===== src/rtl/ocmp_unit.sv =====
module ocmp_unit #(
  parameter int CNT_W = 16
) (
  input  logic             clk,
  input  logic             rst_n,
  input  logic             tick,
  input  logic [1:0]       addr,
  input  logic             wr_en,
  input  logic             rd_en,
  input  logic [7:0]       wdata,
  output logic [7:0]       rdata,
  output logic [CNT_W-1:0] count,
  output logic             cmp_out,
  output logic             irq
);
  localparam logic [1:0] A_CTRL = 2'd0;
  localparam logic [1:0] A_STAT = 2'd1;
  localparam logic [1:0] A_CMPH = 2'd2;
  localparam logic [1:0] A_CMPL = 2'd3;
  localparam int LO_W = CNT_W / 2;

  logic [CNT_W-1:0]      cnt;
  logic [CNT_W-LO_W-1:0] cmp_hi;
  logic [LO_W-1:0]       cmp_lo;
  logic lvl, ien, flag, armed, inhibit, out_q;

  wire ctrl_wr = wr_en && addr == A_CTRL;
  wire hi_wr   = wr_en && addr == A_CMPH;
  wire lo_wr   = wr_en && addr == A_CMPL;
  wire lo_acc  = (wr_en || rd_en) && addr == A_CMPL;
  wire stat_rd = rd_en && addr == A_STAT;
  wire match   = !inhibit && cnt == {cmp_hi, cmp_lo};

  always_ff @(posedge clk or negedge rst_n)
    if (!rst_n)    cnt <= '0;
    else if (tick) cnt <= cnt + 1'b1;

  always_ff @(posedge clk) begin
    if (hi_wr) cmp_hi <= wdata[CNT_W-LO_W-1:0];
    if (lo_wr) cmp_lo <= wdata[LO_W-1:0];
  end

  always_ff @(posedge clk or negedge rst_n)
    if (!rst_n)     inhibit <= 1'b1;
    else if (hi_wr) inhibit <= 1'b1;
    else if (lo_wr) inhibit <= 1'b0;

  always_ff @(posedge clk or negedge rst_n)
    if (!rst_n) begin
      lvl <= 1'b0;
      ien <= 1'b0;
    end else if (ctrl_wr) begin
      lvl <= wdata[0];
      ien <= wdata[1];
    end

  always_ff @(posedge clk or negedge rst_n)
    if (!rst_n)     out_q <= 1'b0;
    else if (match) out_q <= lvl;

  always_ff @(posedge clk or negedge rst_n)
    if (!rst_n) begin
      flag  <= 1'b0;
      armed <= 1'b0;
    end else begin
      flag <= match || (flag && !(armed && lo_acc));
      if (lo_acc)              armed <= 1'b0;
      else if (stat_rd && flag) armed <= 1'b1;
    end

  always_comb
    case (addr)
      A_CTRL:  rdata = {6'b0, ien, lvl};
      A_STAT:  rdata = {7'b0, flag};
      A_CMPH:  rdata = 8'(cmp_hi);
      default: rdata = 8'(cmp_lo);
    endcase

  assign count   = cnt;
  assign cmp_out = out_q;
  assign irq     = flag && ien;


  cnt_step_chk: assert property (@(posedge clk) disable iff (!rst_n)
    tick |=> cnt == ($past(cnt) + 1'b1));

  cnt_hold_chk: assert property (@(posedge clk) disable iff (!rst_n)
    !tick |=> $stable(cnt));

  match_flag_chk: assert property (@(posedge clk) disable iff (!rst_n)
    match |=> flag);

  level_copy_chk: assert property (@(posedge clk) disable iff (!rst_n)
    match |=> out_q == $past(lvl));

  inhibit_quiet_chk: assert property (@(posedge clk) disable iff (!rst_n)
    inhibit |=> $stable(out_q));

  clear_armed_chk: assert property (@(posedge clk) disable iff (!rst_n)
    $fell(flag) |-> $past(armed && lo_acc));

  clear_collide_chk: assert property (@(posedge clk) disable iff (!rst_n)
    (match && armed && lo_acc) |=> flag);
endmodule


===== config.mk =====
export PLATFORM = sky130hd
export DESIGN_NAME = ocmp_unit
export DESIGN_NICKNAME = d
export VERILOG_FILES = /design/src/rtl/ocmp_unit.sv
export SDC_FILE = /design/constraint.sdc
export NUM_CORES = 1
export LEC_CHECK = 0
export BUFFER_PORTS_ARGS = -buffer_cell sky130_fd_sc_hd__buf_2
export CAP_MARGIN = 20
export CORE_ASPECT_RATIO = 1.5
export CORE_MARGIN = 2
export CORE_UTILIZATION = 47
export DETAILED_ROUTE_END_ITERATION = 12
export PLACE_DENSITY = 0.74
export SETUP_SLACK_MARGIN = 0.2
export SLEW_MARGIN = 40
export SYNTH_ARGS = -nofsm -noshare
export SYNTH_HDL_FRONTEND = slang
export SYNTH_SLANG_ARGS = --single-unit

===== constraint.sdc =====
create_clock -name clk -period 1.6 [get_ports clk]
set_clock_uncertainty 0.2 [all_clocks]
set_input_delay 0.08 -clock clk [delete_from_list [all_inputs] [get_ports clk]]
set_output_delay 0.08 -clock clk [all_outputs]
set_load 0.02 [all_outputs]

==> results.py, run 1 <==
metrics = {
    "logic_synthesis": {
        "syn_area_per_cell_um2": 12.96,
        "synthArstFlopShare_pct": 57.89,
        "synth_top_family_by_area": "XOR/XNOR gates",
        "synthTopCellsByArea": "dfrtp_1 (30%), edfxtp_1 (27%), xnor2_1 (14%)",
        "synth_fa_ha_area_share_pct": 0.7153,
        "yosysTopAreaCellShare_pct": 30.04,
        "synth_xor_area_share_pct": 15.52,
        "syn_nets": 151,
        "synth_edf_count": 16,
        "synth-seq-cells": 38,
        "ys.flop_type": "dfrtp_1",
        "synth-compound-area-share_pct": 2.146,
        "synth_seq_area_share_pct": 59.01,
        "synth_area_leader_cell": "dfrtp_1",
        "synthMuxAreaShare_pct": 7.940,
        "synthesis.area_um2": 1749,
        "synthCells": 135,
        "synth_simple_gate_area_share_pct": 13.23,
        "yosysUniqueCellTypes": 31,
        "synth_warnings": 0,
    },
    "critical_path": {
        "cp.arrival_ns": 1.82,
        "criticalPathCategory": "flip-flop to flip-flop",
        "cp-startpoint": "cmp_hi[0]",
        "reg2reg_to": "cmp_out",
        "start_kind": "flip-flop",
        "worstSetupEndpoint": "cmp_out",
        "slowest_stage": "edfxtp_1",
        "reg2reg_slack_ns": -0.24,
        "crit_path_end_kind": "flip-flop",
        "cp.required_ns": 1.58,
        "slowest_delay_ns": 0.42,
        "worst_r2r_path_depth": 5,
        "path_cells": "xnor2_1 -> nand4_1 -> nor4_2 -> nand3_1 -> mux2_1",
        "worstPathMaxFanout": 2,
        "rr_startpoint": "cmp_hi[0]",
    },
    "finish": {
        "nets": 233,
        "final_cell_mix": "buf_2 (31), xnor2_1 (27), buf_4 (24), edfxtp_1 (16), dlygate4sd3_1 (13)",
        "fin_area_um2": 2592,
        "layout-drive-gt1-share_pct": 47.25,
        "synthToLayoutAreaGrowth_pct": 48.21,
        "final_common_cell": "buf_2",
        "fin_cells": 261,
        "diodes": 0,
    },
    "die": {
        "fp.dieW_um": 53.81,
        "io_pins": 41,
        "rows": 27,
        "fp.coreArea_um2": 3615,
        "die_h_um": 78.72,
        "initial_utilization_pct": 48.39,
        "dieArea_um2": 4236,
    },
    "drt": {
        "drt-wirelength-per-cell_um": 16.52,
        "drtPass1Iterations": 4,
        "drtIter0Drc": 26,
        "antenna_left": 0,
        "routed_via_density": 5.134,
        "route.detailed.drc": 0,
        "via_count": 1340,
        "wl_mm": 4.312,
    },
    "placement": {
        "gp_congestion": 0.8276,
        "placed_area_um2": 2181,
        "dp.cells": 235,
        "preCtsSetupSlack_ns": -0.2215,
        "io_buffers": 40,
        "hpwlAfterDp_mm": 3.032,
    },
    "run_status": {
        "violations": "setup timing",
        "status": "finished, violations left",
    },
    "clock_tree": {
        "cts.clk_slew.worst_paths_ns": 0.08,
        "tritoncts": "yes",
        "ctsRootBufferMaster": "clkbuf_8",
        "h-tree-depth": 2,
        "numCtsBuffers": 5,
        "cts_num_sinks": 38,
        "clk_path_buf_depth": 2,
        "clock_latency_ns": 0.29,
    },
    "timing": {
        "maxSlewHeadroom_pct": 65.02,
        "finalSetupTns_ns": -0.5687,
        "rsz0062_at_grt": "true",
        "setup_slack_ns": -0.2385,
        "max_freq_ghz": 0.5439,
        "fin_crit_ns": 1.839,
        "worst_pin_slew_ns": 0.5247,
        "finalHoldViolCount": 0,
        "min_period_over_period_pct": 114.9,
        "setup_viol": 5,
        "slew_violations": 0,
    },
    "run": {
        "drv_cap": 0,
    },
    "global_routing": {
        "antenna_found_initial": 0,
        "grt_pass1_wl_mm": 6.693,
        "gr-total-overflow": 0,
        "grt_pass1_vias": 1425,
        "grt_max_degree": 23,
        "grt_usage_pct": 22.92,
    },
    "power": {
        "ir_worst_vdd_uv": 922.7,
        "p_per_area_nw_per_um2": 1242,
        "p_leak_nw": 1.142,
        "power_mw": 3.221,
    },
    "hold_path": {
        "hold_class": "primary input to flip-flop",
    },
}
-- synth_stat cells, drive strengths merged (2+ instances only) --
cell    number
and2         2
and3         2
and4         3
clkbuf       3
dfrtp       21
edfxtp      16
inv          2
mux2         5
mux2i        6
nand2       10
nand3        4
nand4        7
nor2         4
nor2b        6
o21ai        3
xnor2       28
xor2         3
-- worst min-delay path by stage --
stage | start | end | depth (start not counted)
after global placement | rst_n | count[12] | 1
after global routing | addr[1] | flag | 4
after floorplan | rst_n | armed | 0
final | addr[1] | flag | 4
after detailed placement | rst_n | count[6] | 1
after CTS | addr[1] | flag | 4
-- metal layers --
| metal | wire length [um] | share of wire [%] | vias to the layer above | track usage (%) |
|---|---|---|---|---|
| li1 | - | - | 638 | - |
| met1 | 1553 | 36 | 641 | 23.09 |
| met3 | 191 | 4.4 | 12 | 5.827 |
| met4 | 125 | 2.9 | 0 | 10.26 |
| met5 | 0 | 0 | - | 0 |
| met2 | 2441 | 57 | 49 | 41.71 |
-- stage by stage --
stage          util (%)  hold slack [ns]
2_1_floorplan         -          -0.4156
3_3_place_gp      60.33          -0.1266
3_5_place_dp      60.33          -0.1144
4_1_cts           70.86          0.01942
5_1_grt           71.72          0.07279
6_report          71.72          0.02405
-- power by group --
group | internal (mW) | switching (mW)
Sequential | 1.16 | 0.128
Combinational | 0.507 | 0.450
Clock | 0.624 | 0.349
Total | 2.29 | 0.927
-- critical path, delay by kind of cell, from the launching register on --
| kind | cells | cell delay, ns |
|---|---|---|
| simple gates | 3 | 0.60 |
| flops | 1 | 0.42 |
| mux | 1 | 0.35 |
| xor+xnor | 1 | 0.16 |
-- cell type report --
cell class	count	area [um2]
Sequential cell	38	1046
Clock inverter	3	68.82
Fill cell	252	1022
Clock buffer	5	68.82
Multi-Input combinational cell	91	758.2
Inverter	2	7.507
Tap cell	43	53.80
Timing Repair Buffer	79	589.3
-- cell families (layout without fill, tap and decap cells) --
| kind of cell | after synthesis | count (layout) |
|---|---|---|
| buffers and inverters | 6 | 89 |
| muxes | 12 | 12 |
| xor gates and xnor gates | 31 | 31 |
| adders and majority gates | 1 | 1 |
| DFF | 38 | 38 |
| and+or+nand+nor | 41 | 41 |
| AOI/OAI and AO/OA | 6 | 6 |
-- what timing repair did --
item / CTS / global route
endpoints found under the setup margin: 19 / 24
buffers inserted: 5 / 0
hold endpoints to repair: 44 / 0
gates cloned: 0 / 0
pin swaps: 13 / 4
gates resized for setup: 22 / 7
hold buffers: 13 / 0
-- flip-flops by register name, indices dropped and copies added (netlist names) --
name     count
count       16
cmp_hi       8
cmp_lo       8
armed        1
cmp_out      1
flag         1
ien          1
inhibit      1
lvl          1
Note: power is estimated with default switching activity, not from simulation.
==> run 2: changes to the inputs <==
RECOVER_POWER = 25   (was unset)
==> results.py, run 2 (synthesized netlist as in run 1, its figures left out) <==
metrics = {
    "run_status": {
        "status": "finished, violations left",
        "violations": "setup timing",
    },
    "placement": {
        "dp.cells": 235,
        "io_buffers": 40,
        "preCtsSetupSlack_ns": -0.2215,
        "placed_area_um2": 2181,
        "hpwlAfterDp_mm": 3.032,
        "gp_congestion": 0.8276,
    },
    "timing": {
        "worst_hold_slack_ns": 0.02849,
        "setup_viol": 5,
        "slew_violations": 0,
        "worst_pin_slew_ns": 0.5848,
        "setup_slack_ns": -0.2347,
        "fin_crit_ns": 1.835,
        "min_period_over_period_pct": 114.7,
        "rsz0062_at_grt": "true",
        "max_freq_ghz": 0.5451,
        "maxSlewHeadroom_pct": 61.01,
        "finalHoldViolCount": 0,
    },
    "drt": {
        "via_count": 1341,
        "drtPass1Iterations": 4,
        "routed_via_density": 5.138,
        "drt-wirelength-per-cell_um": 16.56,
        "route.detailed.drc": 0,
        "drtIter0Drc": 24,
        "wl_mm": 4.322,
        "antenna_left": 0,
    },
    "power": {
        "ir_worst_vdd_uv": 924.6,
        "p_switching_mw": 0.9289,
        "p_leak_nw": 1.129,
        "p_seq_share_pct": 40.1,
        "power_mw": 3.221,
        "combPwrFrac_pct": 29.6,
        "power.share.switching_pct": 28.84,
        "pwr-share-clk_pct": 30.3,
        "p_int_mw": 2.292,
        "p_per_area_nw_per_um2": 1245,
    },
    "die": {
        "die_h_um": 78.72,
        "io_pins": 41,
        "fp.coreArea_um2": 3615,
        "rows": 27,
        "fp.dieW_um": 53.81,
        "dieArea_um2": 4236,
        "initial_utilization_pct": 48.39,
    },
    "global_routing": {
        "grt_pass1_vias": 1425,
        "antenna_found_initial": 0,
        "gr-total-overflow": 0,
        "grt_pass1_wl_mm": 6.693,
        "grt_max_degree": 23,
        "grt_usage_pct": 22.92,
    },
    "finish": {
        "diodes": 0,
        "final.fill_count": 256,
        "synthToLayoutAreaGrowth_pct": 47.85,
        "final_common_cell": "xnor2_1",
        "largest_reg_flops": 16,
        "fin_cells": 261,
        "fin_area_um2": 2586,
        "final_cell_mix": "xnor2_1 (27), buf_2 (25), buf_4 (24), edfxtp_1 (16), dlygate4sd3_1 (13)",
        "nets": 233,
        "layout-drive-gt1-share_pct": 44.95,
    },
    "hold_path": {
        "hold_class": "primary input to flip-flop",
    },
    "critical_path": {
        "start_kind": "flip-flop",
        "criticalPathCategory": "flip-flop to flip-flop",
        "crit_path_end_kind": "flip-flop",
        "worstPathMaxFanout": 2,
        "path_cells": "xnor2_1 -> nand4_1 -> nor4_2 -> nand3_1 -> mux2_1",
        "path_delay_family": "simple AND/OR/NAND/NOR gates",
        "cp.arrival_ns": 1.82,
        "slowest_stage": "edfxtp_1",
        "worstPathBufferInverterCount": 0,
        "cp.required_ns": 1.58,
        "slowest_delay_ns": 0.42,
    },
    "clock_tree": {
        "clock_latency_ns": 0.30,
        "ctsRootBufferMaster": "clkbuf_8",
        "numCtsBuffers": 5,
        "cts_num_sinks": 38,
        "cts.clk_slew.worst_paths_ns": 0.08,
        "tritoncts": "yes",
        "clk_path_buf_depth": 2,
        "h-tree-depth": 2,
    },
    "run": {
        "drv_cap": 0,
    },
}
## run 2: worst register-to-register path: cells and delay by family, from the launching register on
family / cells / cell delay (ns)
muxes: 1 / 0.35
xor gates and xnor gates: 1 / 0.16
and+or+nand+nor: 3 / 0.59
DFF: 1 / 0.42
## run 2: power by group through the flow
stage | registers, mW | clock network (mW) | logic (mW)
after CTS | 1.29 | 0.981 | 0.941
after detailed placement | 1.30 | 0 | 0.818
after floorplan | 1.43 | 0 | 0.305
final | 1.29 | 0.976 | 0.954
after global placement | 1.29 | 0 | 0.794
after global routing | 1.31 | 1.02 | 1.03
## run 2: final timing paths
check	from	to	slack, ns	cells past startpoint
setup / recovery	cmp_hi[0]	cmp_out	-0.23	5
hold / removal	addr[1]	flag	0.03	4
setup reg to reg	cmp_hi[0]	cmp_out	-0.23	5
hold reg to reg	inhibit	inhibit	0.31	2
max in group asynchronous	rst_n	count[7]	0.67	2
min in group asynchronous	rst_n	flag	0.11	2
## run 2: routing by layer
layer  share of wire [%]  track usage (%)
met1                  36            23.09
met3                 4.1            5.827
met2                  57            41.71
met4                 2.9            10.26
met5                   0                0
## run 2: area by class of cell
cell class	instances	area, um2	area share, %
Tap cell	43	53.80	2.080
Clock buffer	5	68.82	2.661
Timing Repair Buffer	79	583.1	22.54
Inverter	2	7.507	0.2903
Clock inverter	3	68.82	2.661
Sequential cell	38	1046	40.44
Multi-Input combinational cell	91	758.2	29.32
## run 2: metrics by stage
stage	utilization (%)	setup TNS (ns)
CTS	70.86	-0.4938
global placement	60.33	-0.2935
global route	71.55	-1.417
finish	71.55	-0.5675
detailed placement	60.33	-0.4337
floorplan	-	-0.1560
## run 2: repair_timing
item                                    in CTS  in global routing
setup buffers                                5                  0
pin swaps                                   13                  4
hold buffers                                13                  0
endpoints found under the hold margin       44                  0
endpoints found under the setup margin      19                 24
gates resized for setup                     22                  7
